==> src/rtl/scb_cu_pkg.sv <==
package scb_cu_pkg;
  typedef enum logic [1:0] {
    PH_IDLE = 2'd0,
    PH_READ = 2'd1,
    PH_EXEC = 2'd2
  } cu_phase_e;
endpackage

==> src/rtl/scb_cu_opnd.sv <==
module scb_cu_opnd #(
  parameter int DATA_W = 16
) (
  input  logic              clk_i,
  input  logic              rst_ni,
  input  logic              start_i,
  input  logic              clear_i,
  input  logic              go_i,
  input  logic [DATA_W-1:0] data_i,
  output logic              rel_o,
  output logic              got_o,
  output logic [DATA_W-1:0] data_o
);
  logic take;
  assign take = go_i & rel_o;

  always_ff @(posedge clk_i or negedge rst_ni) begin
    if (!rst_ni) begin
      rel_o <= 1'b0;
      got_o <= 1'b0;
    end else if (clear_i) begin
      rel_o <= 1'b0;
      got_o <= 1'b0;
    end else if (start_i) begin
      rel_o <= 1'b1;
      got_o <= 1'b0;
    end else if (take) begin
      rel_o <= 1'b0;
      got_o <= 1'b1;
    end
  end

  always_ff @(posedge clk_i) begin
    if (take) data_o <= data_i;
  end

  assert_rel_drop_R4: assert property (@(posedge clk_i) disable iff (!rst_ni)
    (go_i && rel_o) |=> (!rel_o && got_o));
endmodule

==> src/rtl/scb_cu_alu.sv <==
module scb_cu_alu #(
  parameter int DATA_W  = 16,
  parameter int NUM_OPS = 3,
  parameter int LAT     = 2
) (
  input  logic                      clk_i,
  input  logic                      rst_ni,
  input  logic                      flush_i,
  input  logic                      in_valid_i,
  output logic                      in_ready_o,
  input  logic [NUM_OPS*DATA_W-1:0] opnd_i,
  output logic                      out_valid_o,
  input  logic                      out_ready_i,
  output logic [DATA_W-1:0]         out_data_o
);
  logic [LAT-1:0]    vld_q;
  logic [DATA_W-1:0] dat_q [LAT];
  logic [DATA_W-1:0] sum;
  logic              adv;

  always_comb begin
    sum = '0;
    for (int k = 0; k < NUM_OPS; k++) sum = sum + opnd_i[k*DATA_W +: DATA_W];
  end

  assign adv        = out_ready_i | ~vld_q[LAT-1];
  assign in_ready_o = adv;

  for (genvar s = 0; s < LAT; s++) begin : g_stage
    logic              src_v;
    logic [DATA_W-1:0] src_d;
    if (s == 0) begin : g_first
      assign src_v = in_valid_i;
      assign src_d = sum;
    end else begin : g_next
      assign src_v = vld_q[s-1];
      assign src_d = dat_q[s-1];
    end

    always_ff @(posedge clk_i or negedge rst_ni) begin
      if (!rst_ni)      vld_q[s] <= 1'b0;
      else if (flush_i) vld_q[s] <= 1'b0;
      else if (adv)     vld_q[s] <= src_v;
    end

    always_ff @(posedge clk_i) begin
      if (adv) dat_q[s] <= src_d;
    end
  end

  assign out_valid_o = vld_q[LAT-1];
  assign out_data_o  = dat_q[LAT-1];
endmodule

==> src/rtl/scb_cu_result.sv <==
module scb_cu_result #(
  parameter int DATA_W = 16
) (
  input  logic              clk_i,
  input  logic              rst_ni,
  input  logic              clear_i,
  input  logic              alu_vld_i,
  input  logic [DATA_W-1:0] alu_dat_i,
  input  logic              shadow_ni,
  input  logic              wr_go_i,
  output logic              wr_rel_o,
  output logic [DATA_W-1:0] result_o
);
  logic              vld_prev_q;
  logic              hold_vld_q;
  logic [DATA_W-1:0] held_q;
  logic              rise;

  assign rise = alu_vld_i & ~vld_prev_q;

  always_ff @(posedge clk_i or negedge rst_ni) begin
    if (!rst_ni) vld_prev_q <= 1'b0;
    else         vld_prev_q <= alu_vld_i;
  end

  always_ff @(posedge clk_i or negedge rst_ni) begin
    if (!rst_ni) begin
      hold_vld_q <= 1'b0;
      wr_rel_o   <= 1'b0;
    end else if (clear_i) begin
      hold_vld_q <= 1'b0;
      wr_rel_o   <= 1'b0;
    end else begin
      if (rise) hold_vld_q <= 1'b1;
      if (hold_vld_q && shadow_ni && !wr_rel_o) wr_rel_o <= 1'b1;
    end
  end

  always_ff @(posedge clk_i) begin
    if (rise && !clear_i) held_q <= alu_dat_i;
  end

  assign result_o = (wr_go_i && wr_rel_o) ? held_q : '0;

  assert_rel_after_result_R5: assert property (@(posedge clk_i) disable iff (!rst_ni)
    $rose(wr_rel_o) |-> $past(hold_vld_q));
  assert_shadow_hold_R6: assert property (@(posedge clk_i) disable iff (!rst_ni)
    (!shadow_ni && !wr_rel_o) |=> !wr_rel_o);
endmodule

==> src/rtl/scb_cu_ctrl.sv <==
module scb_cu_ctrl
  import scb_cu_pkg::*;
#(
  parameter int DATA_W  = 16,
  parameter int NUM_OPS = 3,
  parameter int ALU_LAT = 2
) (
  input  logic                      clk_i,
  input  logic                      rst_ni,
  input  logic                      issue_i,
  output logic                      busy_o,
  input  logic                      shadow_ni,
  input  logic                      kill_i,
  output logic [NUM_OPS-1:0]        rd_rel_o,
  input  logic [NUM_OPS-1:0]        rd_go_i,
  input  logic [NUM_OPS*DATA_W-1:0] opnd_i,
  output logic                      wr_rel_o,
  input  logic                      wr_go_i,
  output logic [DATA_W-1:0]         result_o
);
  localparam int OPV_W = NUM_OPS * DATA_W;

  cu_phase_e          phase_q;
  logic               start, kill_hit, wr_done, clear;
  logic [NUM_OPS-1:0] got;
  logic [OPV_W-1:0]   opq;
  logic               alu_in_vld, alu_in_rdy, alu_out_vld;
  logic [DATA_W-1:0]  alu_out_dat;

  assign busy_o     = (phase_q != PH_IDLE);
  assign start      = ~busy_o & issue_i;
  assign kill_hit   = busy_o & kill_i;
  assign wr_done    = wr_go_i & wr_rel_o;
  assign clear      = kill_hit | wr_done;
  assign alu_in_vld = (phase_q == PH_READ) & (&got);

  always_ff @(posedge clk_i or negedge rst_ni) begin
    if (!rst_ni) phase_q <= PH_IDLE;
    else if (clear) phase_q <= PH_IDLE;
    else begin
      unique case (phase_q)
        PH_IDLE: if (start) phase_q <= PH_READ;
        PH_READ: if (alu_in_vld && alu_in_rdy) phase_q <= PH_EXEC;
        default: ;
      endcase
    end
  end

  for (genvar i = 0; i < NUM_OPS; i++) begin : g_opnd
    scb_cu_opnd #(.DATA_W(DATA_W)) u_opnd (
      .clk_i  (clk_i),
      .rst_ni (rst_ni),
      .start_i(start),
      .clear_i(clear),
      .go_i   (rd_go_i[i]),
      .data_i (opnd_i[i*DATA_W +: DATA_W]),
      .rel_o  (rd_rel_o[i]),
      .got_o  (got[i]),
      .data_o (opq[i*DATA_W +: DATA_W])
    );
  end

  scb_cu_alu #(.DATA_W(DATA_W), .NUM_OPS(NUM_OPS), .LAT(ALU_LAT)) u_alu (
    .clk_i      (clk_i),
    .rst_ni     (rst_ni),
    .flush_i    (kill_hit),
    .in_valid_i (alu_in_vld),
    .in_ready_o (alu_in_rdy),
    .opnd_i     (opq),
    .out_valid_o(alu_out_vld),
    .out_ready_i(1'b1),
    .out_data_o (alu_out_dat)
  );

  scb_cu_result #(.DATA_W(DATA_W)) u_result (
    .clk_i    (clk_i),
    .rst_ni   (rst_ni),
    .clear_i  (clear),
    .alu_vld_i(alu_out_vld),
    .alu_dat_i(alu_out_dat),
    .shadow_ni(shadow_ni),
    .wr_go_i  (wr_go_i),
    .wr_rel_o (wr_rel_o),
    .result_o (result_o)
  );

  assert_busy_after_issue_R2: assert property (@(posedge clk_i) disable iff (!rst_ni)
    (!busy_o && issue_i) |=> (busy_o && (&rd_rel_o)));
  assert_rel_only_busy_R3: assert property (@(posedge clk_i) disable iff (!rst_ni)
    (rd_rel_o != '0) |-> busy_o);
  assert_no_wr_in_read_R5: assert property (@(posedge clk_i) disable iff (!rst_ni)
    (rd_rel_o != '0) |-> !wr_rel_o);
  assert_wr_done_R8: assert property (@(posedge clk_i) disable iff (!rst_ni)
    (wr_go_i && wr_rel_o) |=> (!wr_rel_o && !busy_o));
  assert_kill_R9: assert property (@(posedge clk_i) disable iff (!rst_ni)
    (busy_o && kill_i) |=> (!busy_o && rd_rel_o == '0 && !wr_rel_o));
endmodule

==> config.mk <==
export PLATFORM = sky130hd
export DESIGN_NAME = scb_cu_ctrl
export DESIGN_NICKNAME = d
export VERILOG_FILES = /design/src/rtl/scb_cu_pkg.sv /design/src/rtl/scb_cu_opnd.sv /design/src/rtl/scb_cu_alu.sv /design/src/rtl/scb_cu_result.sv /design/src/rtl/scb_cu_ctrl.sv
export SDC_FILE = /design/constraint.sdc
export NUM_CORES = 1
export LEC_CHECK = 0
export BUFFER_PORTS_ARGS = -buffer_cell sky130_fd_sc_hd__buf_2
export CAP_MARGIN = 20
export CORE_ASPECT_RATIO = 1.2
export CORE_MARGIN = 8
export CORE_UTILIZATION = 42
export DETAILED_ROUTE_END_ITERATION = 10
export GPL_ROUTABILITY_DRIVEN = 0
export SETUP_SLACK_MARGIN = 0.3
export SLEW_MARGIN = 40
export SYNTH_ARGS = -nofsm -noshare
export SYNTH_HDL_FRONTEND = slang
export SYNTH_HIERARCHICAL = 1
export SYNTH_SLANG_ARGS = --single-unit
==> constraint.sdc <==
create_clock -name clk_i -period 2.7 [get_ports clk_i]
set_input_delay 0.135 -clock clk_i [delete_from_list [all_inputs] [get_ports clk_i]]
set_output_delay 0.135 -clock clk_i [all_outputs]
set_load 0.01 [all_outputs]
==> Word-level counts from Yosys, hierarchy flattened <==
Memory sizes are Yosys's and may differ from the RTL's. A register that Yosys moved wholly into a read port is not among the register bits.
Cells that the tools add are included.
{ "totals": {"elab_cells": 77, "latch_bits": 0, "n_memories": 1, "out_inout_bits": 21, "ramBits": 32, "romBits": 0, "reg_bits": 61, "input_bits": 57} }
{ "mem_list": {"columns": ["memory", "depth", "width", "read_ports", "rd_clocked_by_memory_dff", "wr", "line_no", "rtl"], "rows": [
  ["u_alu.dat_q", 2, 16, 2, 1, 2, "scb_cu_alu.sv:17", "logic [DATA_W-1:0] dat_q [LAT];"]
]} }
{ "op_classes": {"mul": 0, "bitwise": 11, "n_addsub": 2, "magnitude_cmp": 0, "eq_ne": 3, "div_mod_pow": 0, "n_mux": 29, "shifts": 0, "n_reduce_logical": 16} }
{ "op_table": {"columns": ["cell", "n"], "rows": [
  ["$add A16 B16 Y16", 2],
  ["$mux W1", 24],
  ["$mux W16", 1],
  ["$reduce_bool A3 Y1", 4],
  ["$and A1 B1 Y1", 8],
  ["$mux W2", 3],
  ["$reduce_and A3 Y1", 2],
  ["$reduce_bool A2 Y1", 3],
  ["$logic_and A1 B1 Y1", 4],
  ["$pmux W2 S2", 1],
  ["$ne A3 B1 Y1 const B", 1],
  ["$ne A3 B2 Y1 const B", 1],
  ["$eq A2 B1 Y1 const B", 1],
  ["$logic_not A1 Y1", 2],
  ["$logic_not A2 Y1", 1],
  ["$not A1 Y1", 2],
  ["$or A1 B1 Y1", 1]
]} }

==> Depth between registers and ports, before layout <==
Gate-level depths: netlist of run 1.
{ "logic_depth": {"ltp_word": 6, "depth_mapped": 11, "mapped_depth_nobuf": 11} }

==> Cells and area by module <==
Netlist of run 1, hierarchy kept.
{ "modules_own_cells": {"columns": ["mod", "seq_area_each_um2", "n_inst", "area_each_um2", "cells_each"], "rows": [
  ["scb_cu_alu", 1011.0, 1, 2244.7, 176],
  ["scb_cu_opnd", 530.5, 3, 566.8, 24],
  ["scb_cu_result", 555.5, 1, 711.9, 43],
  ["scb_cu_ctrl", 50.0, 1, 146.4, 18]
]} }

==> Worst setup path before layout of run 1 <==
Ideal clock, no wire load.
{ "synth_timing": {"kind": "reg2reg", "from": "register g_opnd[0].u_opnd.data_o[1]", "to": "memory u_alu.dat_q[0][15], data pin", "arrival_time_ns": 2.301, "path_slack_ns": 0.139, "path_stages_with_launch": 10, "n_path_buf": 0, "setup_ns": 0.260, "synth_period_minus_slack_ns": 2.561, "required_ns": 2.440, "path_cell_list": "edfxtp_1 fa_1 ha_1 inv_1 fa_1 nand2b_1 a21oi_1 o2111ai_1 a41oi_2 xnor2_1"} }
{ "synth_lines": {"columns": ["element", "line_no", "rtl"], "rows": [
  ["from (decl)", "scb_cu_opnd.sv:12", "output logic [DATA_W-1:0] data_o"],
  ["from (signal assigned)", "scb_cu_opnd.sv:34", "if (take) data_o <= data_i;"],
  ["to (decl)", "scb_cu_alu.sv:17", null]
]} }

==> Implementation_results.wiki, run 1 <==
{| class="wikitable"
! Metric !! Value
|-
| Number of max-cap violations || 0
|-
| Class of the most critical hold timing path || in -> reg
|-
| Worst-Skew Late Latency || 0.34 ns
|-
| Worst setup SP type || flop
|-
| Clock network fraction of design power || 25.2%
|-
| Diodes inserted || 0
|-
| Num rows || 43
|-
| Drt first pass iters || 4
|-
| Drc violations || 0
|-
| Final hold violation count || 0
|-
| TritonCTS clock tree || built
|-
| Synthesized net count || 396
|-
| IO buf count || 77
|-
| Sw Ratio || 27.5%
|-
| Required time at the endpoint of the critical path || 2.79 ns
|-
| Most used DFF post-synth || sky130_fd_sc_hd__edfxtp_1
|-
| Number of nets with antenna violations after routing || 0
|-
| Clock sinks || between 100 and 150
|-
| Cell area reported after detailed placement || 5270 um^2
|-
| Delay of the slowest critical-path stage || 0.56 ns
|-
| Die X || 114 um
|-
| Worst path slowest cell || sky130_fd_sc_hd__fa_1
|-
| Full die area || 15100 um^2
|-
| Count of vias placed by the detailed router || 2753
|-
| Area of the core region || ~11000 um^2
|-
| Cell Int Power || roughly 3700 uW
|-
| Least-Margin Pin Slew || roughly 1.5 ns
|-
| Buffers from clock root to sink, at most || 2
|-
| PD cells || 825 nW/um^2
|-
| Run status || finished clean
|-
| Final cycle utilization of the critical path || 94.4%
|-
| Setup repair after global routing missed its margin || true
|-
| Logic gate share of total power || 26.3%
|-
| Crit path max fanout || 3
|-
| Wire length of the first global-routing pass || 13400 um
|-
| Share of total power in sequential cells || between 40 and 50%
|-
| Final setup vio count || 0
|-
| Per-instance average area after synthesis || 15.5 um^2
|-
| Final design instance area without fill || ~6200 um^2
|-
| Post-synthesis sequential element count || ~110
|-
| Drt initial violations || 104
|-
| Asr flop ratio synth || 11.9%
|-
| Post-Route Hold Slack || 0.0474 ns
|-
| Share of cells above drive strength 1 || 31.7%
|-
| Master cell of the clock root buffer || sky130_fd_sc_hd__clkbuf_16
|-
| Chain of cells forming the critical path || fa_1, ha_2, inv_2, fa_2, nand2b_4, a21oi_4, o2111ai_4, a31oi_1, xor2_1
|-
| Routed WL per cell || 13.3 um
|-
| Clock Pin Slew Worst Setup and Hold Paths || 0.07 ns
|-
| Start-to-end type of the worst setup path || reg -> reg
|-
| Netlist Area Pre-Place || between 4000 and 5000 um^2
|-
| Post-detail-place hpwl || 5470 um
|-
| Tmin final || 2.55 ns
|-
| Worst slew margin relative to its limit || ~1.7%
|-
| Seq/Total Area, Yosys || 66.8%
|-
| Via count of the first global-routing pass || 2988
|-
| Average vias per placed instance || 4.57
|-
| Arrival time of data at the critical path endpoint || around 2.6 ns
|-
| Peak supply drop || 364 uV
|-
| TritonCTS Buffers || 9
|-
| Net count reported at finish || around 530
|-
| GR Util All Layers || 11.0%
|-
| Synthesis-to-layout area growth || 29.5%
|-
| Pin count of the biggest net entering global routing || 37
|-
| Leakage power summed over all cells || between 0.002 and 0.003 uW
|-
| Number of enable flip-flop cells after synthesis || 96
|-
| Power Total || 5130 uW
|-
| P_sw || 1410 uW
|-
| Setup TNS after final layout || 0 ns
|-
| Final Max Slew Viols || 0
|-
| Top-Level Pins || 78
|-
| Initial standard-cell utilization of the core || 42.3%
|-
| Synth Instances || between 300 and 400
|-
| Worst setup EP type || flop
|-
| Number of H-tree levels || 3
|-
| Final worst clock skew || 0.00477 ns
|-
| Synth cell types || 45
|-
| Die span in y || 133 um
|-
| Total congestion overflow || 0
|-
| Antenna violations before repair || 0
|-
| Total of warnings raised by yosys || 6
|-
| Post-layout utilization of the core || a little over half
|-
| Aggregate routed wire length || 8010 um
|-
| Highest clock rate || 0.392 GHz
|}
## power groups by stage
stage               Sequential, uW  Clock (uW)  Combinational, uW
global placement              2510           0               1120
floorplan                     2500           0               1020
CTS                           2490        1330               1290
finish                        2490        1290               1350
detailed placement            2530           0               1140
global route                  2530        1400               1510
## cells in the mapped netlist (2+ instances only)
| cell type | number | area [um^2] |
|---|---|---|
| sky130_fd_sc_hd__and2_2 | 3 | 22.5 |
| sky130_fd_sc_hd__and3_2 | 6 | 45.0 |
| sky130_fd_sc_hd__a21oi_2 | 5 | 43.8 |
| sky130_fd_sc_hd__a21oi_1 | 17 | 85.1 |
| sky130_fd_sc_hd__nor2_1 | 9 | 33.8 |
| sky130_fd_sc_hd__nor2b_1 | 3 | 18.8 |
| sky130_fd_sc_hd__nand2b_1 | 9 | 56.3 |
| sky130_fd_sc_hd__nand2_1 | 12 | 45.0 |
| sky130_fd_sc_hd__inv_1 | 23 | 86.3 |
| sky130_fd_sc_hd__edfxtp_1 | 96 | 2880 |
| sky130_fd_sc_hd__mux2i_1 | 2 | 20.0 |
| sky130_fd_sc_hd__xnor2_1 | 9 | 78.8 |
| sky130_fd_sc_hd__nand3_1 | 2 | 10.0 |
| sky130_fd_sc_hd__ha_1 | 14 | 175 |
| sky130_fd_sc_hd__o21ai_1 | 2 | 10.0 |
| sky130_fd_sc_hd__o211ai_1 | 2 | 15.0 |
| sky130_fd_sc_hd__a31oi_1 | 3 | 18.8 |
| sky130_fd_sc_hd__xor2_1 | 4 | 35.0 |
| sky130_fd_sc_hd__a221oi_1 | 2 | 17.5 |
| sky130_fd_sc_hd__o21ai_0 | 3 | 15.0 |
| sky130_fd_sc_hd__fa_1 | 16 | 320 |
| sky130_fd_sc_hd__and3_1 | 11 | 68.8 |
| sky130_fd_sc_hd__buf_4 | 16 | 120 |
| sky130_fd_sc_hd__buf_6 | 2 | 22.5 |
| sky130_fd_sc_hd__dfrtp_1 | 13 | 325 |
| sky130_fd_sc_hd__a21o_1 | 4 | 30.0 |
| sky130_fd_sc_hd__nor3_1 | 3 | 15.0 |
## critical path: cells and delay by family, from the launching register on
kind	cells	cell delay [ns]
buf+inv	1	0.04
fa+ha+maj	3	1.09
xor+xnor	1	0.08
simple gates	1	0.16
compound gates	3	0.54
flops	1	0.40
## routing by layer
metal  up-vias  track usage [%]  part of all wire [%]
li1       1368                -                     -
met1      1316             11.8                    40
met2        57             19.3                    52
met3        12             3.80                   6.1
met4         0             4.60                   1.3
met5         -                0                     0
## flip-flops by register name, indices dropped and copies added (netlist names)
register and flops:
g_opnd.u_opnd/got_o 3, phase_q 2, u_alu/g_stage.src_v 1, u_result/hold_vld_q 1, u_alu/out_valid_o 1, u_alu/dat_q 32, u_result/vld_prev_q 1, g_opnd.u_opnd/data_o 48
u_result/held_q 16, u_result/wr_rel_o 1, g_opnd.u_opnd/rel_o 3
## cell families after synthesis
logic type                 synth area share [%]
DFF                                        66.8
xor gates and xnor gates                   2.37
muxes                                     0.417
buffers and inverters                      4.77
and+or+nand+nor                            8.23
adders and majority gates                  10.3
AOI/OAI and AO/OA                          7.03
other                                    0.0781
## layout make-up
class | count | area (um^2)
Fill cell | 929 | 5130
Sequential cell | 109 | 3210
Multi-Input combinational cell | 159 | 1460
Timing Repair Buffer | 138 | 968
Clock buffer | 10 | 229
Tap cell | 157 | 196
Inverter | 23 | 86.3
Clock inverter | 6 | 70.1
## cell usage in the layout (no fill, tap or decap), types with 3 or more instances in the layout
cell type / netlist / routed
sky130_fd_sc_hd__a21o_1: 4 / 4
sky130_fd_sc_hd__a21oi_1: 17 / 13
sky130_fd_sc_hd__a21oi_2: 5 / 8
sky130_fd_sc_hd__a31oi_1: 3 / 3
sky130_fd_sc_hd__and2_2: 3 / 3
sky130_fd_sc_hd__and3_1: 11 / 11
sky130_fd_sc_hd__and3_2: 6 / 6
sky130_fd_sc_hd__buf_2: 0 / 77
sky130_fd_sc_hd__buf_4: 16 / 11
sky130_fd_sc_hd__clkbuf_16: 0 / 9
sky130_fd_sc_hd__dfrtp_1: 13 / 13
sky130_fd_sc_hd__dlygate4sd3_1: 0 / 50
sky130_fd_sc_hd__edfxtp_1: 96 / 96
sky130_fd_sc_hd__fa_1: 16 / 15
sky130_fd_sc_hd__ha_1: 14 / 9
sky130_fd_sc_hd__ha_2: 0 / 3
sky130_fd_sc_hd__inv_1: 23 / 22
sky130_fd_sc_hd__nand2_1: 12 / 12
sky130_fd_sc_hd__nand2b_1: 9 / 8
sky130_fd_sc_hd__nor2_1: 9 / 9
sky130_fd_sc_hd__nor3_1: 3 / 3
sky130_fd_sc_hd__o21ai_0: 3 / 3
sky130_fd_sc_hd__xnor2_1: 9 / 9
sky130_fd_sc_hd__xor2_1: 4 / 4
## path summary, 6_finish.rpt
path                                       startpoint             endpoint  slack [ns]  cells after the start
max                        g_opnd[0].u_opnd/data_o[1]   u_alu/dat_q[0][13]        0.15                      9
min                                         shadow_ni    u_result/wr_rel_o        0.05                      3
max reg2reg                g_opnd[0].u_opnd/data_o[1]   u_alu/dat_q[0][13]        0.15                      9
min reg2reg                         u_alu/out_valid_o  u_result/vld_prev_q        0.41                      0
max in group asynchronous                      rst_ni    u_alu/out_valid_o        2.25                      2
min in group asynchronous                      rst_ni  u_result/vld_prev_q        0.22                      2
## per-stage QoR
step	setup WS, ns	cells
2_1_floorplan	0.250	309
3_3_place_gp	0.131	526
3_5_place_dp	0.118	526
4_1_cts	0.159	598
5_1_grt	0.0476	602
6_report	0.150	602
## what timing repair did
| item | 4_1_cts | 5_1_grt |
|---|---|---|
| endpoints found under the hold margin | 62 | 0 |
| endpoints found under the setup margin | 7 | 9 |
| pin swaps | 12 | 4 |
| setup buffers | 6 | 4 |
| hold buffers | 50 | 0 |
| gates resized for setup | 10 | 4 |
Note: power is estimated with default switching activity, not from simulation.
==> run 2, diff against run 1 <==
- clock period: 2.7 -> 3 ns (I/O delays scaled with it)
==> Implementation_results.wiki, run 2 (synthesis results as in run 1) <==
{| class="wikitable"
! Metric !! Value
|-
| Run status || finished clean
|-
| Diodes inserted || 0 (unchanged)
|-
| Setup repair after global routing missed its margin || false
|-
| Arrival time of data at the critical path endpoint || 2.66 ns (+0.02 ns)
|-
| Share of total power in sequential cells || 50.2% (+1.7 points)
|-
| Worst-Skew Late Latency || 0.34 ns (about the same)
|-
| GR Util All Layers || 10.4% (-0.61 points)
|-
| Cell Int Power || 3200 uW (-14%)
|-
| Worst slew margin relative to its limit || 2.71% (+1.0 points)
|-
| Net count reported at finish || 519 (-1.5%)
|-
| Number of nets with antenna violations after routing || 0 (unchanged)
|-
| Die X || 114 um (unchanged)
|-
| Leading registers by flop count || g_opnd.u_opnd/data_o: 48 flops, u_alu/dat_q: 32 flops, u_result/held_q: 16 flops
|-
| Peak supply drop || 351 uV (-3.4%)
|-
| Highest clock rate || 0.389 GHz (-0.82%)
|-
| Start-to-end type of the worst setup path || reg -> reg
|-
| Master cell of the clock root buffer || sky130_fd_sc_hd__clkbuf_16
|-
| Number of max-cap violations || 0 (unchanged)
|-
| Number of H-tree levels || 3 (unchanged)
|-
| Full die area || 15100 um^2 (unchanged)
|-
| Count of vias placed by the detailed router || 2681 (-2.6%)
|-
| Post-detail-place hpwl || 5310 um (-2.8%)
|-
| Aggregate routed wire length || 7610 um (-5.0%)
|-
| Leading cell types in the layout, fill and taps excluded || sky130_fd_sc_hd__edfxtp_1, sky130_fd_sc_hd__buf_2, sky130_fd_sc_hd__dlygate4sd3_1
|-
| Clock network fraction of design power || 25.3% (about the same)
|-
| Final worst clock skew || 0.00470 ns (-0.0000733 ns)
|-
| Pin count of the biggest net entering global routing || 37 (unchanged)
|-
| TritonCTS Buffers || 9 (unchanged)
|-
| Area of the core region || 11400 um^2 (unchanged)
|-
| Class of the most critical hold timing path || in -> reg
|-
| Max reg flops || 48 (unchanged)
|-
| Leakage power summed over all cells || 0.00249 uW (-1.9%)
|-
| Drt first pass iters || 4 (unchanged)
|-
| Top-Level Pins || 78 (unchanged)
|-
| Total congestion overflow || 0 (unchanged)
|-
| P_sw || 1250 uW (-11%)
|-
| Final hold violation count || 0 (unchanged)
|-
| PD cells || 731 nW/um^2 (-11%)
|-
| Final cycle utilization of the critical path || 85.7% (-8.7 points)
|-
| Via count of the first global-routing pass || 2822 (-5.6%)
|-
| Post-Route Hold Slack || 0.0469 ns (-0.000418 ns)
|-
| Logic gate share of total power || 24.5% (-1.8 points)
|-
| Sw Ratio || 28.1% (+0.61 points)
|-
| Final Max Slew Viols || 0 (unchanged)
|-
| Setup TNS after final layout || 0 ns (unchanged)
|-
| Clock Pin Slew Worst Setup and Hold Paths || 0.07 ns (about the same)
|-
| TritonCTS clock tree || built
|-
| Drt initial violations || 70 (-33%)
|-
| Synthesis-to-layout area growth || 26.9%
|-
| Clock sinks || 109 (unchanged)
|-
| Required time at the endpoint of the critical path || 3.09 ns (+0.30 ns)
|-
| Final setup vio count || 0 (unchanged)
|-
| Initial standard-cell utilization of the core || 42.3% (unchanged)
|-
| Num rows || 43 (unchanged)
|-
| Antenna violations before repair || 0 (unchanged)
|-
| Most common cell after layout, fill and taps aside || sky130_fd_sc_hd__edfxtp_1
|-
| Register name with the most flops || g_opnd.u_opnd/data_o
|-
| Share of cells above drive strength 1 || 28.6% (-3.1 points)
|-
| Least-Margin Pin Slew || 1.46 ns (-0.0152 ns)
|-
| Wire length of the first global-routing pass || 12600 um (-5.9%)
|-
| Worst setup SP type || flop
|-
| Drc violations || 0 (unchanged)
|-
| Crit path max fanout || 3 (unchanged)
|-
| Buffers from clock root to sink, at most || 2 (unchanged)
|-
| Die span in y || 133 um (unchanged)
|-
| IO buf count || 77 (unchanged)
|-
| Routed WL per cell || 12.8 um (-3.7%)
|-
| Tmin final || 2.57 ns (+0.0211 ns)
|-
| Average vias per placed instance || 4.51 (-1.3%)
|-
| Worst setup EP type || flop
|}
## run 2: cell types whose count changed in the layout (fill, tap and decap cells not counted), sizes merged
cell / previous run / this run
clkinv: 3 / 1
clkbuf: 10 / 9
buf: 88 / 80
bufinv: 1 / 0
clkinvlp: 0 / 2
inv: 25 / 27
## run 2: cell type report
class                   count  area, um^2
inverters                  23        86.3
well taps                 157         196
multi-input cells         159        1410
fillers                   937        5260
repair buffers            130         908
flip-flops and latches    109        3210
clock buffers               9         225
clock inverters             7        63.8
## run 2: metrics by stage
stage	setup WS, ns	cells	total power (uW)	util, %	cell area, um^2
finish	0.429	594	4460	53.7	6100
global route	0.316	594	4720	53.7	6100
CTS	0.313	592	4460	53.3	6050
detailed placement	0.250	526	3270	46.2	5250
global placement	0.265	526	3250	46.2	5250
floorplan	0.439	309	3150	-	4800
## run 2: critical path, stage by stage, from the launching register on
cell	delay (ns)
sky130_fd_sc_hd__edfxtp_1	0.40
sky130_fd_sc_hd__fa_1	0.55
sky130_fd_sc_hd__ha_2	0.18
sky130_fd_sc_hd__inv_2	0.04
sky130_fd_sc_hd__fa_2	0.35
sky130_fd_sc_hd__nand2b_4	0.16
sky130_fd_sc_hd__a21oi_4	0.19
sky130_fd_sc_hd__o2111ai_4	0.14
sky130_fd_sc_hd__a31oi_1	0.22
sky130_fd_sc_hd__xor2_1	0.09
## run 2: path summary, 6_finish.rpt
kind	startpoint	endpoint	slack, ns	cells past startpoint
setup / recovery	g_opnd[2].u_opnd/data_o[1]	u_alu/dat_q[0][13]	0.43	9
hold / removal	shadow_ni	u_result/wr_rel_o	0.05	3
setup reg to reg	g_opnd[2].u_opnd/data_o[1]	u_alu/dat_q[0][13]	0.43	9
hold reg to reg	u_alu/out_valid_o	u_result/vld_prev_q	0.41	0
max in group asynchronous	rst_ni	u_result/hold_vld_q	2.55	2
min in group asynchronous	rst_ni	g_opnd[2].u_opnd/rel_o	0.23	2
## run 2: layer usage
layer	wire (um)	GRT usage, %	vias to the layer above
li1	-	-	1356
met1	3220	11.5	1255
met2	3760	17.5	59
met3	495	3.94	11
met4	136	4.67	0
met5	0	0	-
## run 2: power groups by stage
| stage | registers [uW] | logic (uW) | clock network, uW |
|---|---|---|---|
| after floorplan | 2250 | 900 | 0 |
| after global placement | 2260 | 984 | 0 |
| final | 2240 | 1090 | 1130 |
| after global routing | 2270 | 1230 | 1220 |
| after CTS | 2240 | 1060 | 1160 |
| after detailed placement | 2280 | 991 | 0 |
## run 2: repair_timing
| item | in CTS | in global routing |
|---|---|---|
| setup endpoints to repair | 2 | 3 |
| buffers inserted | 0 | 2 |
| hold buffers | 50 | 0 |
| resized for setup | 2 | 6 |
| pin swaps | 0 | 7 |
| hold endpoints to repair | 62 | 0 |
